## src/rtl/blp_pkg.sv

```systemverilog
package blp_pkg;

    localparam int LANES = 4;

    typedef logic [7:0] byte_t;
    typedef byte_t [LANES-1:0] lane_vec_t;

    typedef enum logic [1:0] {
        ACC_B8   = 2'b00,
        ACC_B16  = 2'b01,
        ACC_B32  = 2'b10,
        ACC_RSVD = 2'b11
    } acc_width_e;

    // Bytes moved by one access; zero for the reserved code.
    function automatic logic [2:0] acc_bytes(input acc_width_e w);
        case (w)
            ACC_B8:  return 3'd1;
            ACC_B16: return 3'd2;
            ACC_B32: return 3'd4;
            default: return 3'd0;
        endcase
    endfunction

    // Bus lane that carries queue byte k for the chosen byte order.
    function automatic int unsigned lane_for(input int unsigned k, input logic big);
        return big ? (LANES - 1 - k) : k;
    endfunction

endpackage

```

## src/rtl/blp_lane_gather.sv

```systemverilog
module blp_lane_gather
    import blp_pkg::*;
(
    input  logic [31:0] bus_i,
    input  logic        big_i,
    output lane_vec_t   bytes_o
);
    for (genvar k = 0; k < LANES; k++) begin : g_lane
        assign bytes_o[k] = big_i ? bus_i[8*(LANES-1-k) +: 8] : bus_i[8*k +: 8];
    end
endmodule

```

## src/rtl/blp_lane_scatter.sv

```systemverilog
module blp_lane_scatter
    import blp_pkg::*;
(
    input  lane_vec_t   bytes_i,
    input  logic [2:0]  nbytes_i,
    input  logic        big_i,
    input  logic        en_i,
    output logic [31:0] bus_o
);
    always_comb begin
        bus_o = '0;
        for (int k = 0; k < LANES; k++) begin
            if (en_i && (k < int'(nbytes_i))) begin
                bus_o[8*lane_for(k, big_i) +: 8] = bytes_i[k];
            end
        end
    end
endmodule

```

## src/rtl/blp_byte_ring.sv

```systemverilog
module blp_byte_ring
    import blp_pkg::*;
#(
    parameter int DEPTH = 64,
    localparam int AW   = $clog2(DEPTH),
    localparam int CNTW = $clog2(DEPTH + 1)
) (
    input  logic            clk,
    input  logic            rst,
    input  logic            clr,
    input  logic            push,
    input  logic [2:0]      push_n,
    input  lane_vec_t       din,
    input  logic            pop,
    input  logic [2:0]      pop_n,
    output lane_vec_t       dout,
    output logic [CNTW-1:0] count
);
    byte_t          mem [DEPTH];
    logic [AW-1:0]  wp;
    logic [AW-1:0]  rp;
    logic [CNTW-1:0] add_n;
    logic [CNTW-1:0] sub_n;

    assign add_n = push ? CNTW'(push_n) : '0;
    assign sub_n = pop  ? CNTW'(pop_n)  : '0;

    for (genvar k = 0; k < LANES; k++) begin : g_head
        assign dout[k] = mem[rp + AW'(k)];
    end

    always_ff @(posedge clk) begin
        if (push && !clr) begin
            for (int k = 0; k < LANES; k++) begin
                if (k < int'(push_n)) begin
                    mem[wp + AW'(k)] <= din[k];
                end
            end
        end
    end

    always_ff @(posedge clk) begin
        if (rst || clr) begin
            wp    <= '0;
            rp    <= '0;
            count <= '0;
        end else begin
            wp    <= wp + AW'(add_n);
            rp    <= rp + AW'(sub_n);
            count <= count + add_n - sub_n;
        end
    end
endmodule

```

## src/rtl/bytelane_fifo_port.sv

```systemverilog
module bytelane_fifo_port
    import blp_pkg::*;
#(
    parameter int DEPTH = 64,
    localparam int CNTW = $clog2(DEPTH + 1)
) (
    input  logic            clk,
    input  logic            rst,
    input  logic            clr,
    input  logic [1:0]      width_sel,
    input  logic            big_end,
    input  logic            wr_en,
    input  logic [31:0]     wr_data,
    input  logic            rd_en,
    output logic [31:0]     rd_data,
    output logic            wr_ready,
    output logic            rd_ready,
    output logic [CNTW-1:0] byte_count
);
    logic [2:0]      nbytes;
    logic [CNTW-1:0] need;
    logic [CNTW-1:0] free_bytes;
    logic            do_push;
    logic            do_pop;
    lane_vec_t       wr_bytes;
    lane_vec_t       head_bytes;

    assign nbytes     = acc_bytes(acc_width_e'(width_sel));
    assign need       = CNTW'(nbytes);
    assign free_bytes = CNTW'(DEPTH) - byte_count;
    assign wr_ready   = (nbytes != 3'd0) && (free_bytes >= need);
    assign rd_ready   = (nbytes != 3'd0) && (byte_count >= need);
    assign do_push    = wr_en && wr_ready;
    assign do_pop     = rd_en && rd_ready;

    blp_lane_gather u_gather (
        .bus_i   (wr_data),
        .big_i   (big_end),
        .bytes_o (wr_bytes)
    );

    blp_byte_ring #(.DEPTH(DEPTH)) u_ring (
        .clk    (clk),
        .rst    (rst),
        .clr    (clr),
        .push   (do_push),
        .push_n (nbytes),
        .din    (wr_bytes),
        .pop    (do_pop),
        .pop_n  (nbytes),
        .dout   (head_bytes),
        .count  (byte_count)
    );

    blp_lane_scatter u_scatter (
        .bytes_i  (head_bytes),
        .nbytes_i (nbytes),
        .big_i    (big_end),
        .en_i     (do_pop),
        .bus_o    (rd_data)
    );
endmodule

```

## config.mk

```make
export PLATFORM = sky130hd
export DESIGN_NAME = bytelane_fifo_port
export DESIGN_NICKNAME = d
export VERILOG_FILES = /design/src/rtl/blp_pkg.sv /design/src/rtl/blp_lane_gather.sv /design/src/rtl/blp_lane_scatter.sv /design/src/rtl/blp_byte_ring.sv /design/src/rtl/bytelane_fifo_port.sv
export SDC_FILE = /design/constraint.sdc
export NUM_CORES = 2
export LEC_CHECK = 0
export BUFFER_PORTS_ARGS = -buffer_cell sky130_fd_sc_hd__buf_2
export CELL_PAD_IN_SITES_DETAIL_PLACEMENT = 1
export CELL_PAD_IN_SITES_GLOBAL_PLACEMENT = 1
export CORE_MARGIN = 3
export CORE_UTILIZATION = 30
export CTS_CLUSTER_SIZE = 12
export DETAILED_ROUTE_END_ITERATION = 8
export PLACE_DENSITY_LB_ADDON = 0.1
export SLEW_MARGIN = 10
export SYNTH_ARGS = -nofsm -noshare
export SYNTH_HDL_FRONTEND = slang
export SYNTH_SLANG_ARGS = --single-unit
```

## constraint.sdc

```tcl
create_clock -name clk -period 10.17 [get_ports clk]
set_input_delay 1.017 -clock clk [delete_from_list [all_inputs] [get_ports clk]]
set_output_delay 1.017 -clock clk [all_outputs]
set_load 0.005 [all_outputs]
```

==> summary.txt <==
Run status
  – Run status: finished with violations
  – Violations in the final reports: design-rule violations, max-capacitance violations, max-slew violations

Clocking
  – Number of buffers created by CTS: 75
  – Post-CTS resize count: 0
  – # clock sinks: 531
  – Largest buffer count on any clock path: 3
  – Clock-pin slew on the worst setup and hold paths: 0.06 ns
  – Number of buffers added for setup after CTS: 0
  – H-tree lvl count: 3
  – Clock Latency Late Sink: 0.73 ns
  – Count of hold-fix buffers inserted at cts: 0
  – Clock tree from TritonCTS: yes
  – Buffer type at the clock tree root: clkbuf_16

Die
  – Width of the die: 423 um
  – DIE AREA: 0.179 mm^2
  – Initial standard-cell utilization of the core: 30.3%
  – Number of core rows: 152
  – Height of the die: 423 um
  – Ports: 81
  – Floorplan Core Area: 0.172 mm^2

Global route
  – Maximum number of pins on one net before global-route repair: 115
  – Wire length of the first global-routing pass: 516 mm
  – Number of global-route vias before repair: 51844
  – Total track usage: 43.0%
  – Antenna violations before repair: 56
  – Global route total overflow: 0

Pwr
  – Power density of the placed cells: 147 mW/mm^2
  – Total Power: 8.47 mW
  – VDD IR-drop max: 0.160 mV
  – Leakage power: 17.2 nW

Job
  – Max-capacitance violation count: 1

Critical path
  – Data arrival time of the worst path: 6.11 ns
  – Class of the most critical setup path: reg2out
  – Critical path launch point: u_ring.rp[1]$_SDFF_PP0_
  – Launching point of the worst reg2reg path: u_ring.count[1]$_SDFF_PP0_
  – Cell-by-cell trace of the critical path: clkinv_1 > ha_4 > buf_4 > buf_4 > mux4_2 > nand2_1 > nand2_1 > o21ai_1 > a221oi_1 > a21o_1 > buf_2
  – Critical path endpoint category: output port
  – Startpoint type of the worst setup path: flip-flop
  – Highest net fanout along the worst path: 37
  – CP max stage cell: ha_4
  – Required arrival time at the worst endpoint: 9.15 ns
  – Crit path largest cell delay: 0.87 ns

Synthesis
  – Cell count after synthesis: 4998
  – Number of flops mapped to enable cells by yosys: 512
  – Count of state elements after synthesis: 531
  – Combined area of all synthesized cells: 0.0521 mm^2
  – Mean instance size in the synthesized netlist: 10.4 um^2
  – Synth unique cells: 107
  – FFs w/ async S/R, synth: 0%
  – Number of warnings reported in the yosys synthesis log: 0
  – Syn nets: 5077
  – Top flip-flop cell by instance count after synthesis: edfxtp_1
  – Sequential share of the synthesized area: 30.2%

Detailed routing
  – Vias per cell: 7.96
  – Average wire per cell in the routed design: 55.4 um
  – 1st-iter DRT viols: 10767
  – Detailed Routing Iterations Pass 1: 9
  – Count of nets left with antenna violations after detail routing: 0
  – Drt drc: 1
  – Total vias in the final route: 57179
  – Routed wire length: 398 mm

STA
  – Worst max-slew margin expressed relative to the limit: -0.0319%
  – Worst slew pin tran: 1.49 ns
  – Hold Fails Final Rpt: 0
  – Final setup fails: 0
  – Maximum operating frequency: 140 MHz
  – Final critical-path share of the clock period: 70.1%
  – Time the final worst path needs with I/O delays and setup: 7.13 ns
  – Worst clock skew: 0.0316 ns
  – Final Max Tran Viols: 1
  – Summed negative setup slack over all endpoints: 0 ns
  – Setup repair after global routing missed its margin: false

Place
  – Number of I/O port buffers: 80
  – DP HPWL: 273 mm
  – Global placer's final weighted congestion: 1.05

Layout
  – Finished Core Util: 33.5%
  – Layout cell share with drive strength beyond 1: 24.8%
  – Signed area change from the synthesized netlist to the final layout: 10.7%
  – Most common library cell in the layout ignoring fill and taps: nand2_1
  – Commonest cells after routing, fill and taps aside: nand2_1, mux4_2, edfxtp_1, o221ai_1, nor2_1
  – Final nets: 4858

Hold path
  – Path type of the worst min-delay path: reg2reg
  – Start point of the worst min-delay path: u_ring.wp[2]$_SDFF_PP0_
-- synthesized netlist by cell type, drive strengths merged, types with 31 or more instances --
cell    number  area [um^2]
a22oi      146         1110
mux4       571        12900
a31oi      146          920
nand2      686         2580
nand3      131          661
a21oi      164          828
o22a        32          280
a221oi      38          370
a21o        31          233
ha          34          425
and2        36          225
o22ai      136          863
mux2        35          394
o211ai     145         1200
a22o        46          403
o221ai     394         3450
o21ai      296         1520
buf        263         1520
mux2i       78          781
edfxtp     512        15400
clkbuf     331         1240
and3        31          194
nor3        87          549
nor2       290         1110
-- cell type report --
cell class	instances	area, um^2
multi-input cells	3843	34300
fillers	18925	114000
inverters	30	113
clock inverters	45	500
well taps	2310	2890
clock buffers	89	1970
diodes	36	90.1
flip-flops and latches	531	15800
repair buffers	298	2090
-- registers in the layout, summed over array words and instances, names as in the netlist --
| register | cells |
|---|---|
| u_ring.count | 7 |
| u_ring.rp | 6 |
| u_ring.mem | 512 |
| u_ring.wp | 6 |
-- worst paths after layout --
kind                                       to  cells after the start  slack, ns
setup / recovery                  rd_data[21]                     11       3.04
hold / removal        u_ring.wp[2]$_SDFF_PP0_                      3       0.72
setup reg to reg  u_ring.mem[36][4]$_DFFE_PP_                     10       4.63
hold reg to reg       u_ring.wp[2]$_SDFF_PP0_                      3       0.72
-- kinds of logic (layout without fill, tap and decap cells) --
family	after synthesis	count (layout)	synth area share (%)
muxes	684	684	26.9
buffers and inverters	624	462	5.51
xor gates and xnor gates	35	35	0.646
and+or+nand+nor	1373	1373	11.8
other	0	36	0
DFF	531	531	30.2
adders and majority gates	39	39	1.01
AOI/OAI and AO/OA	1712	1712	23.9
-- where the power goes --
part / switching, mW / total [mW] / internal [mW]
registers: 0.0340 / 2.47 / 2.44
clock network: 1.21 / 2.84 / 1.64
logic: 2.35 / 3.16 / 0.804
-- metrics by stage --
| step | hold slack, ns | cell area [um^2] | cells | setup slack, ns |
|---|---|---|---|---|
| floorplan | 0.600 | 52100 | 4998 | 5.24 |
| global placement | 0.663 | 55100 | 7012 | 4.12 |
| detailed placement | 0.710 | 55100 | 7012 | 4.08 |
| CTS | 0.713 | 57600 | 7146 | 3.34 |
| global route | 0.771 | 57600 | 7149 | 3.05 |
| finish | 0.720 | 57700 | 7182 | 3.04 |
-- routing by layer --
metal / part of all wire [%] / GRT usage (%)
met4: 8.4 / 29.4
met2: 39 / 57.3
met5: 0.18 / 1.53
met3: 16 / 21.5
met1: 36 / 53.5
-- worst max-delay path: cells and delay by family (launching register included) --
kind                     cells  cell delay [ns]
buffers and inverters        4             1.78
AO/OA/AOI/OAI                3             1.44
adder cells (fa/ha/maj)      1             0.87
multiplexers                 1             0.58
flip-flops                   1             0.36
AND/OR/NAND/NOR              2             0.21
(Power assumes the default switching activity.)
